--- config.mk ---
export PLATFORM = sky130hd
export DESIGN_NAME = soft_irq_pend
export DESIGN_NICKNAME = d
export VERILOG_FILES = /design/src/rtl/sip_pkg.sv /design/src/rtl/sip_rst_sync.sv /design/src/rtl/sip_next_calc.sv /design/src/rtl/sip_pend_reg.sv /design/src/rtl/sip_notify.sv /design/src/rtl/soft_irq_pend.sv
export SDC_FILE = /design/constraint.sdc
export NUM_CORES = 1
export LEC_CHECK = 0
export ABC_CLOCK_PERIOD_IN_PS = 2000
export BUFFER_PORTS_ARGS = -buffer_cell sky130_fd_sc_hd__buf_2
export CAP_MARGIN = 10
export CORE_MARGIN = 5
export CORE_UTILIZATION = 51
export CTS_BUF_LIST = sky130_fd_sc_hd__clkbuf_4 sky130_fd_sc_hd__clkbuf_8
export DETAILED_ROUTE_END_ITERATION = 10
export PLACE_DENSITY = 0.95
export SYNTH_ARGS = -nofsm -noshare
export SYNTH_HDL_FRONTEND = slang
export SYNTH_SLANG_ARGS = --single-unit
--- constraint.sdc ---
create_clock -name clk_i -period 2 [get_ports clk_i]
set_clock_uncertainty 0.1 [all_clocks]
set_input_delay 0.4 -clock clk_i [delete_from_list [all_inputs] [get_ports clk_i]]
set_output_delay 0.4 -clock clk_i [all_outputs]
set_load 0.005 [all_outputs]
--- src/rtl/sip_pkg.sv ---
package sip_pkg;
  localparam int unsigned OP_W = 3;

  typedef enum logic [OP_W-1:0] {
    SIP_OP_IDLE = 3'b000,
    SIP_OP_SET  = 3'b001,
    SIP_OP_CLR  = 3'b010,
    SIP_OP_WR   = 3'b011
  } sip_op_e;
endpackage

--- src/rtl/sip_rst_sync.sv ---
module sip_rst_sync #(
  parameter int unsigned STAGES = 2
) (
  input  logic clk_i,
  input  logic rst_ni,
  output logic rst_sync_no
);
  logic [STAGES-1:0] sync_q;
  logic [STAGES-1:0] sync_d;

  always_comb begin
    sync_d = {sync_q[STAGES-2:0], 1'b1};
  end

  always_ff @(posedge clk_i or negedge rst_ni) begin
    if (!rst_ni) sync_q <= '0;
    else         sync_q <= sync_d;
  end

  assign rst_sync_no = sync_q[STAGES-1];
endmodule

--- src/rtl/sip_next_calc.sv ---
module sip_next_calc
  import sip_pkg::*;
#(
  parameter int unsigned PEND_W = 32
) (
  input  logic [OP_W-1:0]   op_i,
  input  logic [PEND_W-1:0] opnd_i,
  input  logic [PEND_W-1:0] cur_i,
  output logic [PEND_W-1:0] cand_o,
  output logic              upd_o
);
  logic op_hit;

  always_comb begin
    op_hit = 1'b1;
    cand_o = cur_i;
    case (op_i)
      SIP_OP_SET: cand_o = cur_i | opnd_i;
      SIP_OP_CLR: cand_o = cur_i & ~opnd_i;
      SIP_OP_WR:  cand_o = opnd_i;
      default: begin
        op_hit = 1'b0;
        cand_o = cur_i;
      end
    endcase
    upd_o = op_hit && (cand_o != cur_i);
  end
endmodule

--- src/rtl/sip_pend_reg.sv ---
module sip_pend_reg #(
  parameter int unsigned PEND_W = 32
) (
  input  logic              clk_i,
  input  logic              rst_ni,
  input  logic              en_i,
  input  logic [PEND_W-1:0] d_i,
  output logic [PEND_W-1:0] q_o
);
  logic [PEND_W-1:0] pend_q;
  logic [PEND_W-1:0] pend_d;

  always_comb begin
    pend_d = pend_q;
    if (en_i) pend_d = d_i;
  end

  always_ff @(posedge clk_i or negedge rst_ni) begin
    if (!rst_ni) pend_q <= '0;
    else         pend_q <= pend_d;
  end

  assign q_o = pend_q;
endmodule

--- src/rtl/sip_notify.sv ---
module sip_notify (
  input  logic clk_i,
  input  logic rst_ni,
  input  logic upd_i,
  input  logic irq_en_i,
  output logic chg_o,
  output logic recheck_o
);
  logic chg_q, chg_d;
  logic rck_q, rck_d;

  always_comb begin
    chg_d = upd_i;
    rck_d = upd_i & irq_en_i;
  end

  always_ff @(posedge clk_i or negedge rst_ni) begin
    if (!rst_ni) begin
      chg_q <= 1'b0;
      rck_q <= 1'b0;
    end else begin
      chg_q <= chg_d;
      rck_q <= rck_d;
    end
  end

  assign chg_o     = chg_q;
  assign recheck_o = rck_q;
endmodule

--- src/rtl/soft_irq_pend.sv ---
module soft_irq_pend
  import sip_pkg::*;
#(
  parameter int unsigned DATA_W    = 64,
  parameter int unsigned PEND_W    = 32,
  parameter int unsigned RST_STAGE = 2
) (
  input  logic              clk_i,
  input  logic              rst_ni,
  input  logic [OP_W-1:0]   op_i,
  input  logic [DATA_W-1:0] data_i,
  input  logic              irq_en_i,
  output logic [PEND_W-1:0] pend_o,
  output logic              chg_o,
  output logic              recheck_o
);
  localparam int unsigned HI_W = DATA_W - PEND_W;

  logic              rst_core_n;
  logic [PEND_W-1:0] opnd;
  logic [PEND_W-1:0] cand;
  logic              upd;
  logic [HI_W-1:0]   unused_data_hi;

  assign opnd           = data_i[PEND_W-1:0];
  assign unused_data_hi = data_i[DATA_W-1:PEND_W];

  sip_rst_sync #(.STAGES(RST_STAGE)) u_rst (
    .clk_i      (clk_i),
    .rst_ni     (rst_ni),
    .rst_sync_no(rst_core_n)
  );

  sip_next_calc #(.PEND_W(PEND_W)) u_calc (
    .op_i  (op_i),
    .opnd_i(opnd),
    .cur_i (pend_o),
    .cand_o(cand),
    .upd_o (upd)
  );

  sip_pend_reg #(.PEND_W(PEND_W)) u_reg (
    .clk_i (clk_i),
    .rst_ni(rst_core_n),
    .en_i  (upd),
    .d_i   (cand),
    .q_o   (pend_o)
  );

  sip_notify u_note (
    .clk_i    (clk_i),
    .rst_ni   (rst_core_n),
    .upd_i    (upd),
    .irq_en_i (irq_en_i),
    .chg_o    (chg_o),
    .recheck_o(recheck_o)
  );
endmodule

==> metrics.md, run 1 <==
| Metric | Value |
|---|---|
| Outcome | complete, no violations |
| Dominant cell type by area after synthesis | dfrtp_1 |
| FP Rows | 23 |
| Number of buffers created by CTS | 5 |
| Commonest non-fill, non-tap cell in the layout | buf_2 |
| CTS tree | done |
| Xor and xnor area share after synthesis | 0 |
| H-tree Lvls | 2 |
| Clk_lat worst skew | 290 ps |
| Initial Util | 0.526 |
| Worst EP arrival | 1990 ps |
| Nets | 390 |
| PD cells | 762 nW/um2 |
| Mapped Area | 2110 um2 |
| Synth top area cells | dfrtp_1 43%, a22o_1 13%, o21ai_0 8.6% |
| Final worst slack | 79.7 ps |
| Top FF cell, synth | dfrtp_1 |
| Max Root-Sink Buffers | 2 |
| WL/cell | 16.9 um |
| Final setup violation count | 0 |
| Unrepaired setup endpoints after global routing | no |
| Synth Warn # | 0 |
| Global-route wire length before repair | 9.90 mm |
| Vias in the first global route | 2,173 |
| Fin. Hold Viols | 0 |
| VDD IR max | 0.642 mV |
| Post-synth ARST share | 1.00 |
| CP Max Fanout | 2 |
| Total die area | 5510 um2 |
| Die width | 74.3 um |
| Post-route antenna net violation count | 0 |
| Fillcell total | 320 |
| Via count | 2,234 |
| Gpl congestion | 0.927 |
| Detail Placement HPWL | 4.65 mm |
| Synth Area in Simple Gates | 0.0879 |
| Core region area | 4000 um2 |
| Clk slew on worst S/H paths | 70 ps |
| Minimum period implied by the final worst setup slack | 1920 ps |
| Fin area | 2790 um2 |
| Hold_ws | 174 ps |
| Commonest non-fill, non-tap cells in the layout | 71 x buf_2, 36 x o21ai_0, 36 x dfrtp_1 |
| I/O pin total | 104 |
| Drt via density | 6.04 |
| Share of Yosys cell area claimed by the top area cell type | 0.428 |
| Yosys reg bits | 36 |
| Syn avg cell area | 9.20 um2 |
| Total GRT Usage | 0.235 |
| Routed WL | 6.26 mm |
| Antenna violations before repair | 0 |
| 1st-pass router iterations | 5 |
| Lkg Pwr | 1.37 nW |
| Largest family of logic cells by synthesized area | compound AO/OA/AOI/OAI gates |
| Worst min path class | reg2async |
| Clock sinks | 36 |
| Root Driver | clkbuf_8 |
| Port-buffer cells | 71 |
| Post-Syn Nets | 299 |
| Placed cell area | 2650 um2 |
| Netlist cell types | 34 |
| Post-synthesis sequential area ratio | 0.428 |
| Compound-Gate Fraction of Synth Area | 0.411 |
| Largest net degree at the start of global routing | 35 |
| Mux cell area share after synthesis | 0 |
| Area Overhead vs Synth | 32.3% |
| Number of flops mapped to enable cells by yosys | 0 |
| Power Total | 2.12 mW |
| Worst Setup End Kind | flip-flop |
| Sequential cell area | 901 um2 |
| Final Max Slew Viols | 0 |
| Initial detailed-routing violation count | 180 |
| Post-Synth Adder-Cell Area | 0 |
| # DRC | 0 |
| WP data required | 2070 ps |
| Max Cap Violations | 0 |
| Area occupied by multi-input gates | 1080 um2 |
| Crit path launch type | flip-flop |
| Number of setup buffers added after CTS | 0 |
| Max frequency | 0.521 GHz |
| Setup WS pre-CTS | -235 ps |
| ANT cells | 0 |
| Final period utilization | 0.960 |
| Share of cells above drive strength 1 | 0.338 |
| Post-synthesis cell count | 229 |
| Setup CP Type | reg2reg |
| DIE HEIGHT | 74.3 um |
| Global route overflow | 0 |
==> cell families (layout without fill, tap and decap cells) <==
logic type,after synthesis,in the layout
compound gates,119,119
buf+inv,40,131
flops,36,36
simple gates,33,33
other cells,1,1
==> per-stage QoR <==
step / utilization / instances / setup TNS [ps]
after floorplan: - / 229 / 0
after global placement: 0.663 / 362 / -448
after detailed placement: 0.663 / 362 / -448
after CTS: 0.690 / 370 / 0
after global routing: 0.697 / 370 / 0
final: 0.697 / 370 / 0
==> layer usage <==
| metal | vias up | share of wire | track usage |
|---|---|---|---|
| met3 | 5 | 0.092 | 0.0581 |
| li1 | 1062 | - | - |
| met5 | - | 0 | 0 |
| met2 | 102 | 0.49 | 0.398 |
| met1 | 1065 | 0.41 | 0.298 |
| met4 | 0 | 0.0099 | 0.0692 |
==> timing repair <==
item / in CTS / in global routing
pin swaps: 1 / 1
hold buffers: 1 / 0
hold endpoints to repair: 2 / 0
gates resized for setup: 1 / 3
setup endpoints to repair: 2 / 2
==> cell usage after synthesis, drive strengths merged, types with 2 or more instances <==
cell,instances
nand2b,4
a221oi,4
dfrtp,36
nor2,2
o2bb2ai,3
nor2b,17
o21ai,37
a22o,33
a22oi,11
inv,30
nand3,3
a21oi,2
clkbuf,10
o22ai,10
a222oi,2
a41oi,2
a31oi,3
a2111oi,4
nand2,5
==> critical path, cell delays in order, from the launching register on <==
cell,delay [ps]
dfrtp_1,350
nor2b_1,50
a2111o_1,420
a2111oi_4,360
a41oi_2,160
o31ai_2,240
a21boi_1,100
==> worst paths after layout <==
check	from	to	slack, ps	cells after the start
worst max register to register	u_reg.q_o[18]	u_note.recheck_o	80	6
max in group asynchronous	u_rst.sync_q[1]	u_reg.q_o[30]	1310	1
min in group clk_i	irq_en_i	u_note.recheck_o	260	2
worst min register to register	u_rst.sync_q[1]	u_note.recheck_o	170	1
worst max-delay path	u_reg.q_o[18]	u_note.recheck_o	80	6
worst min-delay path	u_rst.sync_q[1]	u_note.recheck_o	170	1
==> layout make-up <==
class / instances / area share
Tap cell: 50 / 0.0225
Timing Repair Buffer: 94 / 0.190
Multi-Input combinational cell: 153 / 0.389
Inverter: 30 / 0.0404
Clock buffer: 7 / 0.0346
Sequential cell: 36 / 0.323
==> flip-flops by register name (all words and copies together), names as in the netlist <==
signal / flops
u_reg.q_o: 32
u_rst.sync_q: 2
u_note.chg_o: 1
u_note.recheck_o: 1
==> power breakdown <==
part / switching [mW] / internal [mW]
logic: 0.310 / 0.313
clock network: 0.255 / 0.307
registers: 0.110 / 0.830
Power figures use the tool's default switching activity.
==> run 2: changes to the inputs <==
--- a/config.mk
+++ b/config.mk
@@ -8,11 +8,13 @@
 export ABC_CLOCK_PERIOD_IN_PS = 2000
 export BUFFER_PORTS_ARGS = -buffer_cell sky130_fd_sc_hd__buf_2
 export CAP_MARGIN = 10
+export CELL_PAD_IN_SITES_DETAIL_PLACEMENT = 1
+export CELL_PAD_IN_SITES_GLOBAL_PLACEMENT = 2
 export CORE_MARGIN = 5
-export CORE_UTILIZATION = 51
+export CORE_UTILIZATION = 28
 export CTS_BUF_LIST = sky130_fd_sc_hd__clkbuf_4 sky130_fd_sc_hd__clkbuf_8
 export DETAILED_ROUTE_END_ITERATION = 10
-export PLACE_DENSITY = 0.95
+export PLACE_DENSITY = 0.94
 export SYNTH_ARGS = -nofsm -noshare
 export SYNTH_HDL_FRONTEND = slang
 export SYNTH_SLANG_ARGS = --single-unit
==> run 2 against run 1 <==
- routed wire length increased by 20%
- clock power increased by 2%
- utilization decreased by 31 points
- total power increased by 1.3%
- largest power group unchanged
- register-to-register slack improved by 80 ps
- critical path depth unchanged
- design area increased by 2.0%
- critical path type unchanged
==> metrics.md, run 2 (synthesized netlist as in run 1, its figures left out) <==
| Metric | Value |
|---|---|
| Outcome | complete, no violations (unchanged) |
| Routing usage on met3 | 0.0374 (was 0.0581) |
| Share of cells above drive strength 1 | 0.335 (was 0.338) |
| Reg2reg path depth | 6 (unchanged) |
| Clock sinks | 36 (unchanged) |
| Setup TNS | 0 ps (unchanged) |
| Port-buffer cells | 71 (unchanged) |
| Clk slew on worst S/H paths | 70 ps (about the same) |
| R2r startpoint | u_reg.q_o[16] (was u_reg.q_o[18]) |
| Routed WL | 7.53 mm (was 6.26 mm) |
| Drt via density | 5.44 (was 6.04) |
| WP buf/inv | 0 (unchanged) |
| Worst min path class | reg2async (unchanged) |
| Placed cell area | 2710 um2 (was 2650 um2) |
| Lkg Pwr | 1.37 nW (about the same) |
| Met1 Use GR | 0.205 (was 0.298) |
| I/O pin total | 104 (unchanged) |
| Unrepaired setup endpoints after global routing | no (unchanged) |
| Worst EP arrival | 1900 ps (was 1990 ps) |
| Final setup violation count | 0 (unchanged) |
| Detail Placement HPWL | 5.75 mm (was 4.65 mm) |
| Final period utilization | 0.922 (was 0.960) |
| Number of setup buffers added after CTS | 0 (unchanged) |
| Number of buffers created by CTS | 5 (unchanged) |
| DIE HEIGHT | 96.7 um (was 74.3 um) |
| Critical path's largest stage delay | 430 ps (was 420 ps) |
| Setup CP Type | reg2reg (unchanged) |
| PD cells | 757 nW/um2 (was 762 nW/um2) |
| H-tree Lvls | 2 (unchanged) |
| # DRC | 0 (unchanged) |
| M2 GR Usage | 0.277 (was 0.398) |
| Total GRT Usage | 0.162 (was 0.235) |
| Core region area | 7290 um2 (was 4000 um2) |
| Clk_lat worst skew | 290 ps (about the same) |
| Via count | 2,272 (was 2,234) |
| Global route overflow | 0 (unchanged) |
| Max FFs per register | 32 (unchanged) |
| Total die area | 9350 um2 (was 5510 um2) |
| Final design utilization | 0.390 (was 0.697) |
| Nets | 389 (was 390) |
| CTS tree | done (unchanged) |
| Gpl congestion | 0.857 (was 0.927) |
| CP top delay family | compound AO/OA/AOI/OAI gates (unchanged) |
| Minimum period implied by the final worst setup slack | 1840 ps (was 1920 ps) |
| Crit path launch type | flip-flop (unchanged) |
| Initial detailed-routing violation count | 66 (was 180) |
| Final Max Slew Viols | 0 (unchanged) |
| Inst Count DP | 410 (was 362) |
| WP data required | 2060 ps (was 2070 ps) |
| 1st-pass router iterations | 6 (was 5) |
| Largest net degree at the start of global routing | 35 (unchanged) |
| Worst Setup SP | u_reg.q_o[16] (was u_reg.q_o[18]) |
| ANT cells | 0 (unchanged) |
| Area Overhead vs Synth | 35.0% (was 32.3%) |
| Antenna violations before repair | 0 (unchanged) |
| Root Driver | clkbuf_8 (unchanged) |
| Final instance count without filler cells | 418 (was 370) |
| Max frequency | 0.542 GHz (was 0.521 GHz) |
| WP depth | 6 (unchanged) |
| Fin. Hold Viols | 0 (unchanged) |
| Top Usage Layer GRT | met2 (unchanged) |
| Max Root-Sink Buffers | 2 (unchanged) |
| Worst Setup End Kind | flip-flop (unchanged) |
| WL/cell | 18.0 um (was 16.9 um) |
| Global-route wire length before repair | 12.6 mm (was 9.90 mm) |
| Critical Path Slowest Stage Cell | dfrtp_1 (was a2111o_1) |
| Fin area | 2840 um2 (was 2790 um2) |
| Die width | 96.7 um (was 74.3 um) |
| Post-route antenna net violation count | 0 (unchanged) |
| CP Max Fanout | 5 (was 2) |
| VDD IR max | 0.277 mV (was 0.642 mV) |
| Commonest non-fill, non-tap cell in the layout | buf_2 (unchanged) |
| Worst-path cell chain | nor2b_1, a2111oi_2, a41o_1, nand3_1, o31ai_2, a21boi_1 (was nor2b_1, a2111o_1, a2111oi_4, a41oi_2, o31ai_2, a21boi_1) |
| Commonest non-fill, non-tap cells in the layout | 71 x buf_2, 36 x o21ai_0, 36 x dfrtp_1 (unchanged) |
| Initial Util | 0.289 (was 0.526) |
| FP Rows | 31 (was 23) |
| Max Cap Violations | 0 (unchanged) |
| Vias in the first global route | 2,488 (was 2,173) |
run 2: cell count changes in the layout (fill, tap and decap cells not counted):
cell | previous run | this run
a2111oi_0 | 2 | 0
a2111oi_1 | 0 | 2
buf_4 | 22 | 21
run 2: final cells by class:
| class | instances | area (um2) |
|---|---|---|
| clock buffers | 7 | 96.3 |
| inverters | 30 | 113 |
| fillers | 904 | 4450 |
| repair buffers | 93 | 523 |
| well taps | 99 | 124 |
| flip-flops and latches | 36 | 901 |
| multi-input cells | 153 | 1090 |
run 2: what timing repair did:
item | in CTS | in global routing
hold endpoints to repair | 2 | 0
pin swaps | 2 | 2
gates resized for setup | 1 | 5
setup endpoints to repair | 2 | 2
hold buffers | 1 | 0
run 2: path summary, 6_finish.rpt:
path	endpoint	slack [ps]
worst max register to register	u_note.recheck_o	160
worst min-delay path	u_reg.q_o[6]	190
worst max-delay path	u_note.recheck_o	160
min in group clk_i	u_rst.sync_q[1]	260
worst min register to register	u_reg.q_o[6]	190
max in group asynchronous	u_note.chg_o	1290
run 2: where the power goes:
group          leakage (nW)  switching, mW  internal (mW)
clock                0.0503          0.263          0.307
combinational         0.884          0.323          0.312
sequential            0.432          0.116          0.830
total                  1.37          0.702           1.45
run 2: worst register-to-register path, stage by stage (launching register included):
cell	delay, ps
dfrtp_1	430
nor2b_1	80
a2111oi_2	380
a41o_1	220
nand3_1	110
o31ai_2	290
a21boi_1	100
run 2: stage by stage:
step	total power, mW	hold slack, ps	setup slack [ps]
CTS	2.17	211	16.1
global route	2.30	243	39.9
detailed placement	1.58	86.7	-229
global placement	1.55	85.5	-244
floorplan	1.25	4.41	45.2
finish	2.15	189	156
run 2: routing by layer:
layer	vias up	wire length [um]	share of wire
li1	1055	-	-
met1	1140	3380	0.45
met2	65	3690	0.49
met3	12	338	0.045
met4	0	118	0.016
met5	-	0	0
==> run 3: changes to the inputs <==
--- a/config.mk
+++ b/config.mk
@@ -6,7 +6,7 @@
 export NUM_CORES = 1
 export LEC_CHECK = 0
 export ABC_CLOCK_PERIOD_IN_PS = 2000
-export BUFFER_PORTS_ARGS = -buffer_cell sky130_fd_sc_hd__buf_2
+export BUFFER_PORTS_ARGS = -buffer_cell sky130_fd_sc_hd__buf_4
 export CAP_MARGIN = 10
 export CELL_PAD_IN_SITES_DETAIL_PLACEMENT = 1
 export CELL_PAD_IN_SITES_GLOBAL_PLACEMENT = 2
@@ -14,6 +14,7 @@
 export CORE_UTILIZATION = 28
 export CTS_BUF_LIST = sky130_fd_sc_hd__clkbuf_4 sky130_fd_sc_hd__clkbuf_8
 export DETAILED_ROUTE_END_ITERATION = 10
+export MAX_ROUTING_LAYER = met4
 export PLACE_DENSITY = 0.94
 export SYNTH_ARGS = -nofsm -noshare
 export SYNTH_HDL_FRONTEND = slang
==> run 3 against run 2 <==
- combinational power grew 10%
- largest power group unchanged
- die area is the same
- total power grew 4.0%
- global-route usage grew 0.74 points
==> metrics.md, run 3 (synthesized netlist as in run 1, its figures left out) <==
| Metric | Value |
|---|---|
| Outcome | complete, no violations (unchanged) |
| Global-route wire length before repair | 12.7 mm (was 12.6 mm) |
| Initial detailed-routing violation count | 86 (was 66) |
| VDD IR max | 0.333 mV (was 0.277 mV) |
| Clk_lat worst skew | 290 ps (about the same) |
| Unrepaired setup endpoints after global routing | no (unchanged) |
| Fin area | 3000 um2 (was 2840 um2) |
| Commonest non-fill, non-tap cell in the layout | buf_4 (was buf_2) |
| Top Usage Layer GRT | met2 (unchanged) |
| Drt via density | 5.31 (was 5.44) |
| R2R setup slack | 80 ps (was 160 ps) |
| FP Rows | 31 (unchanged) |
| Minimum period implied by the final worst setup slack | 1920 ps (was 1840 ps) |
| Critical Path Slowest Stage Cell | a2111o_1 (was dfrtp_1) |
| Worst min path class | reg2async (unchanged) |
| Worst-path cell chain | nor2b_1, a2111o_1, a2111oi_4, a41oi_2, o31ai_2, a21boi_1 (was nor2b_1, a2111oi_2, a41o_1, nand3_1, o31ai_2, a21boi_1) |
| Clk slew on worst S/H paths | 80 ps (was 70 ps) |
| Commonest non-fill, non-tap cells in the layout | 90 x buf_4, 36 x o21ai_0, 36 x dfrtp_1 (was 71 x buf_2, 36 x o21ai_0, 36 x dfrtp_1) |
| Share of cells above drive strength 1 | 0.333 (was 0.335) |
| WP buf/inv | 0 (unchanged) |
| Area Overhead vs Synth | 42.7% (was 35.0%) |
| Total GRT Usage | 0.170 (was 0.162) |
| Largest net degree at the start of global routing | 35 (unchanged) |
| # DRC | 0 (unchanged) |
| Fillcell total | 902 (was 904) |
| Lkg Pwr | 1.41 nW (was 1.37 nW) |
| Max FFs per register | 32 (unchanged) |
| Gpl congestion | 0.849 (was 0.857) |
| Max Root-Sink Buffers | 2 (unchanged) |
| Total die area | 9350 um2 (unchanged) |
| Routed WL | 7.59 mm (was 7.53 mm) |
| Post-route antenna net violation count | 0 (unchanged) |
| CP top delay family | compound AO/OA/AOI/OAI gates (unchanged) |
| 1st-pass router iterations | 4 (was 6) |
| WL/cell | 18.2 um (was 18.0 um) |
| Global route overflow | 0 (unchanged) |
| Setup CP Type | reg2reg (unchanged) |
| Vias in the first global route | 2,523 (was 2,488) |
| Final Max Slew Viols | 0 (unchanged) |
| Nets | 387 (was 389) |
| Routing usage on met3 | 0.0367 (was 0.0374) |
| Final design utilization | 0.412 (was 0.390) |
| Inst Count DP | 408 (was 410) |
| Detail Placement HPWL | 5.76 mm (was 5.75 mm) |
| Worst Setup End Kind | flip-flop (unchanged) |
| M2 GR Usage | 0.282 (was 0.277) |
| Die width | 96.7 um (unchanged) |
| H-tree Lvls | 2 (unchanged) |
| Initial Util | 0.289 (unchanged) |
| Final instance count without filler cells | 417 (was 418) |
| I/O pin total | 104 (unchanged) |
| Number of setup buffers added after CTS | 0 (unchanged) |
| PD cells | 745 nW/um2 (was 757 nW/um2) |
| Antenna violations before repair | 0 (unchanged) |
| Fin. Hold Viols | 0 (unchanged) |
| Setup TNS | 0 ps (unchanged) |
| Max frequency | 0.522 GHz (was 0.542 GHz) |
| Final period utilization | 0.958 (was 0.922) |
| ANT cells | 0 (unchanged) |
| Core region area | 7290 um2 (unchanged) |
| Met1 Use GR | 0.208 (was 0.205) |
| DIE HEIGHT | 96.7 um (unchanged) |
| Number of buffers created by CTS | 5 (unchanged) |
| Root Driver | clkbuf_8 (unchanged) |
| CP Max Fanout | 2 (was 5) |
| Worst EP arrival | 1990 ps (was 1900 ps) |
| CTS tree | done (unchanged) |
| Via count | 2,215 (was 2,272) |
| Placed cell area | 2870 um2 (was 2710 um2) |
| WP data required | 2080 ps (was 2060 ps) |
| Crit path launch type | flip-flop (unchanged) |
| Max Cap Violations | 0 (unchanged) |
| Clock sinks | 36 (unchanged) |
| Final setup violation count | 0 (unchanged) |
| Hold_ws | 199 ps (was 189 ps) |
| Critical path's largest stage delay | 420 ps (was 430 ps) |
| Port-buffer cells | 71 (unchanged) |
-- run 3: changes by cell type in the layout (fill, tap and decap cells not counted), sizes merged --
cell | previous run | this run
clkinvlp | 0 | 1
buf | 92 | 90
-- run 3: layout make-up --
type                       count  area [um2]  area share
clock buffer                   7        90.1      0.0300
multi-input combinational    153        1080       0.361
timing repair buffer          91         686       0.228
inverter                      30         113      0.0375
sequential                    36         901       0.300
tap                           99         124      0.0412
clock inverter                 1        7.51     0.00250
-- run 3: report_power, final --
group / internal [mW] / switching (mW)
logic: 0.382 / 0.319
registers: 0.829 / 0.123
clock network: 0.294 / 0.290
-- run 3: stage by stage --
stage	setup slack [ps]	total power, mW
after floorplan	45.2	1.25
final	84.3	2.24
after CTS	20.2	2.25
after global placement	-235	1.63
after global routing	4.04	2.38
after detailed placement	-225	1.66
-- run 3: worst paths after layout --
check / start / to / depth (start not counted)
worst max register to register: u_reg.q_o[18] / u_note.recheck_o / 6
worst min-delay path: u_rst.sync_q[1] / u_reg.q_o[28] / 1
min in group clk_i: u_rst.sync_q[0] / u_rst.sync_q[1] / 0
worst min register to register: u_rst.sync_q[1] / u_reg.q_o[28] / 1
max in group asynchronous: u_rst.sync_q[1] / u_reg.q_o[22] / 1
worst max-delay path: u_reg.q_o[18] / u_note.recheck_o / 6
-- run 3: layer usage --
metal  vias up  share of wire  wire length (um)
met2        61           0.49              3720
met5         -              0                 0
met3        12          0.037               278
li1       1053              -                 -
met4         0          0.015               116
met1      1089           0.46              3480
-- run 3: worst reg2reg max path, delay by kind of cell, from the launching register on --
family | cells | cell delay [ps]
AO/OA/AOI/OAI | 5 | 1270
flip-flops | 1 | 370
AND/OR/NAND/NOR | 1 | 60
-- run 3: repair_timing --
item                                    4_1_cts  5_1_grt
endpoints found under the setup margin        1        2
pin swaps                                     1        0
hold buffers                                  1        0
resized for setup                             1        3
hold endpoints to repair                      2        0
